===== src/rtl/cmpl_pkg.sv =====
package cmpl_pkg;

    localparam int REG_W      = 32;
    localparam int MAX_CNT_W  = 8;

    // status word layout, decoded by software
    localparam int DONE_LSB   = 0;
    localparam int ACTIVE_BIT = 8;
    localparam int PROC_LSB   = 16;

    // configuration word layout
    localparam int CFG_LIST_IEN_BIT = 31;
    localparam int CFG_IEN_BIT      = 29;
    localparam int CFG_LEVEL_BIT    = 28;

    // word addresses
    localparam int ADDR_CFG  = 0;
    localparam int ADDR_STAT = 1;

    typedef struct packed {
        logic list_ien;
        logic ien;
        logic level;
    } irq_cfg_t;

    typedef enum logic [1:0] {
        SEL_CFG  = 2'd0,
        SEL_STAT = 2'd1,
        SEL_NONE = 2'd2
    } reg_sel_e;

    function automatic irq_cfg_t cfg_from_word(input logic [REG_W-1:0] w);
        irq_cfg_t c;
        c.list_ien = w[CFG_LIST_IEN_BIT];
        c.ien      = w[CFG_IEN_BIT];
        c.level    = w[CFG_LEVEL_BIT];
        return c;
    endfunction

    function automatic logic [REG_W-1:0] cfg_to_word(input irq_cfg_t c);
        logic [REG_W-1:0] w;
        w = '0;
        w[CFG_LIST_IEN_BIT] = c.list_ien;
        w[CFG_IEN_BIT]      = c.ien;
        w[CFG_LEVEL_BIT]    = c.level;
        return w;
    endfunction

    function automatic logic [REG_W-1:0] status_word(
        input logic [MAX_CNT_W-1:0] done_v,
        input logic [MAX_CNT_W-1:0] proc_v,
        input logic                 active
    );
        logic [REG_W-1:0] w;
        w = '0;
        w[DONE_LSB +: MAX_CNT_W] = done_v;
        w[PROC_LSB +: MAX_CNT_W] = proc_v;
        w[ACTIVE_BIT]            = active;
        return w;
    endfunction

endpackage


===== src/rtl/cmpl_cfg_reg.sv =====
module cmpl_cfg_reg
    import cmpl_pkg::*;
(
    input  logic             clk,
    input  logic             rst,
    input  logic             wr_en,
    input  logic [REG_W-1:0] wdata,
    output irq_cfg_t         cfg
);

    irq_cfg_t cfg_q;

    always_ff @(posedge clk) begin
        if (rst) begin
            cfg_q <= '0;
        end else if (wr_en) begin
            cfg_q <= cfg_from_word(wdata);
        end
    end

    assign cfg = cfg_q;

endmodule


===== src/rtl/cmpl_counts.sv =====
module cmpl_counts #(
    parameter int CNT_W = 6
) (
    input  logic             clk,
    input  logic             rst,
    input  logic             evt,
    input  logic             ack_wr,
    input  logic [CNT_W-1:0] ack_val,
    output logic [CNT_W-1:0] done_cnt,
    output logic [CNT_W-1:0] proc_cnt,
    output logic             evt_seen
);

    logic [CNT_W-1:0] done_q;
    logic [CNT_W-1:0] proc_q;
    logic             seen_q;
    logic [CNT_W-1:0] done_nxt;

    // the done count only ever moves by events; register writes never touch it
    always_comb begin
        done_nxt = done_q;
        if (evt) begin
            done_nxt = done_q + CNT_W'(1);
        end
    end

    always_ff @(posedge clk) begin
        if (rst) begin
            done_q <= '0;
            proc_q <= '0;
            seen_q <= 1'b0;
        end else begin
            done_q <= done_nxt;
            seen_q <= evt;
            if (ack_wr) begin
                proc_q <= ack_val;
            end
        end
    end

    assign done_cnt = done_q;
    assign proc_cnt = proc_q;
    assign evt_seen = seen_q;

endmodule


===== src/rtl/cmpl_irq_gen.sv =====
module cmpl_irq_gen
    import cmpl_pkg::*;
#(
    parameter int CNT_W = 6
) (
    input  irq_cfg_t         cfg,
    input  logic [CNT_W-1:0] done_cnt,
    input  logic [CNT_W-1:0] proc_cnt,
    input  logic             evt_seen,
    output logic             pending,
    output logic             irq
);

    logic enabled;
    logic differ;

    assign enabled = cfg.list_ien & cfg.ien;
    assign differ  = (done_cnt != proc_cnt);
    assign pending = enabled & differ;

    always_comb begin
        if (cfg.level) begin
            irq = pending;
        end else begin
            irq = pending & evt_seen;
        end
    end

endmodule


===== src/rtl/cmpl_counter_top.sv =====
module cmpl_counter_top
    import cmpl_pkg::*;
#(
    parameter int ADDR_W = 4,
    parameter int CNT_W  = 6
) (
    input  logic              clk,
    input  logic              rst,
    input  logic [ADDR_W-1:0] reg_addr,
    input  logic              reg_wr_en,
    input  logic [31:0]       reg_wdata,
    output logic [31:0]       reg_rdata,
    input  logic              evt_pulse,
    output logic              irq
);

    reg_sel_e         sel;
    logic             cfg_wr;
    logic             stat_wr;
    logic [CNT_W-1:0] ack_val;
    irq_cfg_t         cfg;
    logic [CNT_W-1:0] done_cnt;
    logic [CNT_W-1:0] proc_cnt;
    logic             evt_seen;
    logic             pending;

    always_comb begin
        if (reg_addr == ADDR_W'(ADDR_CFG)) begin
            sel = SEL_CFG;
        end else if (reg_addr == ADDR_W'(ADDR_STAT)) begin
            sel = SEL_STAT;
        end else begin
            sel = SEL_NONE;
        end
    end

    assign cfg_wr  = reg_wr_en & (sel == SEL_CFG);
    assign stat_wr = reg_wr_en & (sel == SEL_STAT);
    assign ack_val = reg_wdata[PROC_LSB +: CNT_W];

    cmpl_cfg_reg u_cfg (
        .clk   (clk),
        .rst   (rst),
        .wr_en (cfg_wr),
        .wdata (reg_wdata),
        .cfg   (cfg)
    );

    cmpl_counts #(.CNT_W(CNT_W)) u_counts (
        .clk      (clk),
        .rst      (rst),
        .evt      (evt_pulse),
        .ack_wr   (stat_wr),
        .ack_val  (ack_val),
        .done_cnt (done_cnt),
        .proc_cnt (proc_cnt),
        .evt_seen (evt_seen)
    );

    cmpl_irq_gen #(.CNT_W(CNT_W)) u_irq (
        .cfg      (cfg),
        .done_cnt (done_cnt),
        .proc_cnt (proc_cnt),
        .evt_seen (evt_seen),
        .pending  (pending),
        .irq      (irq)
    );

    always_comb begin
        case (sel)
            SEL_CFG:  reg_rdata = cfg_to_word(cfg);
            SEL_STAT: reg_rdata = status_word(MAX_CNT_W'(done_cnt),
                                              MAX_CNT_W'(proc_cnt), pending);
            default:  reg_rdata = '0;
        endcase
    end

endmodule


===== config.mk =====
export PLATFORM = sky130hd
export DESIGN_NAME = cmpl_counter_top
export DESIGN_NICKNAME = d
export VERILOG_FILES = /design/src/rtl/cmpl_pkg.sv /design/src/rtl/cmpl_cfg_reg.sv /design/src/rtl/cmpl_counts.sv /design/src/rtl/cmpl_irq_gen.sv /design/src/rtl/cmpl_counter_top.sv
export SDC_FILE = /design/constraint.sdc
export NUM_CORES = 1
export LEC_CHECK = 0
export BUFFER_PORTS_ARGS = -buffer_cell sky130_fd_sc_hd__buf_2
export CORE_MARGIN = 5
export CORE_UTILIZATION = 25
export DETAILED_ROUTE_END_ITERATION = 16
export GPL_TIMING_DRIVEN = 0
export HOLD_SLACK_MARGIN = 0.15
export MAX_ROUTING_LAYER = met4
export SLEW_MARGIN = 15
export SYNTH_ARGS = -nofsm -noshare
export SYNTH_HDL_FRONTEND = slang
export SYNTH_SLANG_ARGS = --single-unit

===== constraint.sdc =====
create_clock -name clk -period 1.47 [get_ports clk]
set_input_delay 0.294 -clock clk [delete_from_list [all_inputs] [get_ports clk]]
set_output_delay 0.294 -clock clk [all_outputs]
set_load 0.02 [all_outputs]

# After elaboration in Yosys (flattened, before gate mapping)

Index checks and enable logic that the tools add are counted.

Word-level logic and storage cells: 21
Flip-flop bits (word level): 16

Add/sub/neg operators: 1
Reductions and logical operators: 2
Equality and inequality tests: 3
Bitwise operators: 5
Mux-type cells: 4

Operators by type and width:

| cell                                                             | count |
|---|---|
| 32-bit one-hot mux with 2 select lines                           | 1 |
| 6-bit by 1-bit adder with 6-bit output (second input constant)   | 1 |
| 6-bit != test                                                    | 1 |
| 1-bit bitwise AND                                                | 5 |
| 4-bit by 1-bit == test with 1-bit output (second input constant) | 1 |
| 4-bit logical NOT                                                | 1 |
| 2-bit 2-to-1 mux                                                 | 2 |
| 2-bit by 1-bit == test with 1-bit output (second input constant) | 1 |
| 2-bit logical NOT                                                | 1 |
| 1-bit 2-to-1 mux                                                 | 1 |

# Longest topological paths before layout

Depth in word-level cells: 5
Depth in mapped cells: 4
Depth with buffers taken out: 4

# Hierarchy

Synthesis repeated with hierarchy kept, for this count alone.

Cells, all modules: 105
Area total of the unflattened synthesis: 955.9 µm²

Modules (own cells, without submodules):

| module           | cells each | instances | area an instance (µm²) |
|---|---|---|---|
| cmpl_counts      | 46         | 1         | 475.5 |
| cmpl_counter_top | 38         | 1         | 290.3 |
| cmpl_cfg_reg     | 9          | 1         | 101.3 |
| cmpl_irq_gen     | 12         | 1         | 88.8 |

# Least setup slack after synthesis

No wires, ideal clock.

Path kind: input port to output port
From: input reg_addr[1]
To: output reg_rdata[0]
Required time: 1.176 ns
Buffers on the path: 1
Path slack: 0.113 ns
Arrival: 1.063 ns
Cell stages on the path: 3
Path through: nor4b_4 -> clkbuf_1 -> and2_1

Word-level cells in the longest chain between the ends: 5
Elaborated cells on any way between the ends: 7
Classes of those cells: eq/ne (2); mux (3); reduce/logical (2)

RTL lines:

| what                                                                                 | line                   | RTL |
|---|---|---|
| start, declared                                                                      | cmpl_counter_top.sv:9  | `input logic [ADDR_W-1:0] reg_addr,` |
| 4-bit by 1-bit == test with 1-bit output                                             | cmpl_counter_top.sv:30 | `end else if (reg_addr == ADDR_W'(ADDR_STAT)) begin` |
| 2-bit 2-to-1 mux                                                                     | cmpl_counter_top.sv:30 |  |
| 2-bit 2-to-1 mux (*)                                                                 | cmpl_counter_top.sv:28 | `if (reg_addr == ADDR_W'(ADDR_CFG)) begin` |
| 2-bit by 1-bit == test with 1-bit output / 2-bit logical NOT (equally long branches) | cmpl_counter_top.sv:70 | `case (sel)` |
| 32-bit one-hot mux with 2 select lines (*)                                           | cmpl_counter_top.sv:70 |  |
| end, declared                                                                        | cmpl_counter_top.sv:12 | `output logic [31:0] reg_rdata,` |

Mark *: on every way between the ends. The rest lies on a longest branch, timed or not.

# Worst setup path in the final report

From: register u_counts.done_q[1] (netlist: u_counts.done_cnt[1])
To: output irq

Word-level cells in the longest chain between the ends: 4

RTL lines:

| what                   | line                   | RTL |
|---|---|---|
| start, declared        | cmpl_counts.sv:14      | `logic [CNT_W-1:0] done_q;` |
| start signal, assigned | cmpl_counts.sv:33      | `done_q <= done_nxt;` |
| 6-bit != test (*)      | cmpl_irq_gen.sv:18     | `assign differ = (done_cnt != proc_cnt);` |
| 1-bit bitwise AND (*)  | cmpl_irq_gen.sv:19     | `assign pending = enabled & differ;` |
| 1-bit bitwise AND      | cmpl_irq_gen.sv:25     | `irq = pending & evt_seen;` |
| 1-bit 2-to-1 mux (*)   | cmpl_irq_gen.sv:22     | `if (cfg.level) begin` |
| end, declared          | cmpl_counter_top.sv:14 | `output logic irq` |

Marked as above.

==> flow_metrics.py <==
metrics = {
    "global_routing": {
        "antenna_found_initial": 0,
        "grt_overflow": 0,
        "grt_first_pass_wirelength_um": 4284,
        "grt_pass1_vias": 938,
        "grt_max_degree": 11,
        "grt_usage_pct": 10.72,
    },
    "synth": {
        "netlist_instances": 118,
        "ys_ff_latch": 16,
        "syn_avg_cell_area_um2": 8.345,
        "yosysWarnings": 0,
        "yosys.cell_types.count": 30,
        "syn_area_um2": 984.7,
        "ys_seq_area_share_pct": 32.53,
    },
    "critical_path": {
        "slowest_stage": "dfxtp_4",
        "r2r_cells": 4,
        "critPathCaptureType": "primary output",
        "cp.buffers_inverters": 1,
        "arrival_ns": 1.37,
        "cp_cell_sequence": "xor2_1, nor4_2, a21oi_1, buf_4",
        "crit_required_ns": 1.18,
        "worst-path-stages": 4,
        "cp_top_family": "flip-flops",
        "cp_max_fo": 3,
        "crit_type": "flop to primary output",
        "cp-start-kind": "flop",
        "slowest_delay_ns": 0.35,
    },
    "timing": {
        "final.setup.tns_ns": -0.4967,
        "finClkSkew_ns": 0.0008692,
        "setup_viol": 11,
        "fin_crit_ns": 1.667,
        "final-hold-violation-count": 0,
        "slew_headroom_pct": 59.37,
        "rsz0062_at_grt": "yes",
        "worst-slew-pin-transition_ns": 0.6069,
        "final_max_slew_viol_count": 0,
        "layout_setup_ws_ns": -0.1975,
        "fin_crit_sh_pct": 113.4,
        "clock.fmax_mhz": 599.7,
    },
    "clocking": {
        "cts_buffer_depth": 2,
        "cts_max_level": 1,
        "clk_pin_slew_ns": 0.06,
        "tritoncts": "built",
        "hold_buffers": 0,
        "clk-insertion-delay-late_ns": 0.25,
        "root_buffer": "clkbuf_8",
        "cts_buffers": 3,
        "clock-sinks": 16,
    },
    "drt": {
        "wirelength_um": 2623,
        "antenna_left": 0,
        "drtPass1Iterations": 4,
        "drt_iter0_drc": 27,
        "route.vias.total": 925,
        "remaining_drc_errors": 0,
        "viasPerCell": 4.167,
        "wl_per_cell_um": 11.82,
    },
    "power": {
        "swShare_pct": 26.50,
        "vdd_ir_drop_max_mv": 0.3388,
        "power.switching_uw": 258.4,
        "leakagePower_uw": 0.0007335,
        "pwr-share-clk_pct": 32.9,
        "p_per_area_mw_per_mm2": 640.0,
        "seqPwrFrac_pct": 46.6,
        "p_int_uw": 716.9,
        "power_frac_comb_pct": 20.5,
    },
    "run_status": {
        "status": "complete, but fails checks",
        "violations": "setup timing",
    },
    "layout": {
        "nNetsFinal": 217,
        "syn_to_final_growth_pct": 54.76,
        "drive_above_1_share_pct": 46.55,
        "final_cells": 222,
        "final_common_cell": "buf_4",
        "n_antenna_cell": 0,
        "layout_common_cells": "buf_4 (24), buf_2 (16), conb_1 (16), buf_6 (15), dfxtp_1 (13)",
    },
    "placed_design": {
        "dpl.hpwl_um": 1926,
        "dp_cells": 213,
        "portBuffers": 32,
        "gp_congestion": 0.8218,
    },
    "die": {
        "die_width_um": 72.76,
        "die_area_mm2": 0.005294,
        "die_h_um": 72.76,
        "fp-row-count": 22,
        "start_util_pct": 26.30,
        "core-area_mm2": 0.003744,
        "io_pins": 73,
    },
    "worst_hold_path": {
        "hp-class": "input pin to flop",
        "whs_path_depth": 3,
    },
    "job": {
        "maxCapViolCount": 0,
    },
}
[flip-flops by register name, indices dropped and copies added (netlist names)]
register / flops
u_cfg.cfg: 3
u_counts.done_cnt: 6
u_counts.proc_cnt: 6
u_counts.evt_seen: 1
[final timing paths]
| check | end | slack [ns] | from |
|---|---|---|---|
| max | irq | -0.20 | u_counts.done_cnt[1]$_SDFFE_PP0P_ |
| min | u_counts.proc_cnt[5]$_SDFFE_PP0P_ | 0.29 | reg_wdata[21] |
| max reg2reg | u_counts.done_cnt[5]$_SDFFE_PP0P_ | 0.31 | u_counts.done_cnt[1]$_SDFFE_PP0P_ |
| min reg2reg | u_cfg.cfg[1]$_SDFFE_PP0P_ | 0.51 | u_cfg.cfg[1]$_SDFFE_PP0P_ |
[repair_timing]
item	4_1_cts	5_1_grt
endpoints found under the setup margin	15	15
cloned	1	0
resized for setup	51	8
pin swaps	5	3
setup buffers	4	1
[power groups by stage]
stage | clock network [µW] | registers (µW) | logic (µW)
after floorplan | 0 | 464 | 125
final | 321 | 455 | 200
after detailed placement | 0 | 467 | 169
after global placement | 0 | 467 | 168
after CTS | 336 | 457 | 190
after global routing | 355 | 456 | 218
[kinds of logic (layout without fill, tap and decap cells)]
logic type | Yosys count | in the layout | synth area share (%)
buffers and inverters | 20 | 61 | 14.99
and+or+nand+nor | 46 | 46 | 28.97
other | 1 | 16 | 0.3808
AOI/OAI and AO/OA | 23 | 23 | 11.94
xor gates and xnor gates | 10 | 10 | 8.895
muxes | 1 | 1 | 1.017
DFF | 16 | 16 | 32.53
adders and majority gates | 1 | 1 | 1.270
[stage by stage]
stage	util, %	total power, µW	cell area (µm²)	hold slack, ns	worst slack (ns)
floorplan	-	589.0	1041	0.3631	0.1133
global placement	33.69	634.7	1261	0.4958	-0.3004
detailed placement	33.69	635.8	1261	0.4961	-0.3122
CTS	39.97	982.6	1496	0.2858	-0.2028
global route	40.71	1028	1524	0.2998	-0.2770
finish	40.71	975.3	1524	0.2908	-0.1975
[worst register-to-register path, stage by stage (launching register included)]
cell,delay (ns)
dfxtp_4,0.35
buf_4,0.12
nand4_2,0.12
or3_1,0.37
a21oi_1,0.14
[metal layers]
metal / vias up / track usage [%] / routed length (µm)
li1: 480 / - / -
met1: 402 / 13.46 / 1198
met2: 38 / 16.23 / 1146
met3: 5 / 3.719 / 242
met4: 0 / 3.074 / 35
met5: - / - / 0
[cells in the mapped netlist]
cell	instances	area, µm²
nor2_1	7	26.28
and2_1	14	87.58
conb_1	1	3.750
or3b_1	1	8.760
nor3_1	1	5.000
nor2b_1	2	12.51
nor4_1	1	6.260
buf_2	1	5.000
buf_6	1	11.26
a21oi_1	12	60.06
clkbuf_1	1	3.750
nand4_2	1	12.51
and2_2	1	7.510
o21ai_1	9	45.04
o211ai_1	1	7.510
mux2i_1	1	10.01
nand4_1	1	6.260
xor2_1	9	78.83
nand2_1	2	7.510
o21ai_0	1	5.000
nand3_1	10	50.05
xnor2_1	1	8.760
or2_2	1	6.260
or3_1	1	6.260
buf_4	17	127.6
nand2b_1	1	6.260
ha_1	1	12.51
nor3b_2	1	12.51
dfxtp_1	16	320.3
nor4b_4	1	23.77
[layout make-up]
cell class	instances	area [µm²]
buffer	20	158.9
clock buffer	3	41.29
fill	406	2220
multi-input combinational	97	619.3
sequential	16	329.1
tap	48	60.06
timing repair buffer	38	315.3
Note: power is estimated with default switching activity, not from simulation.
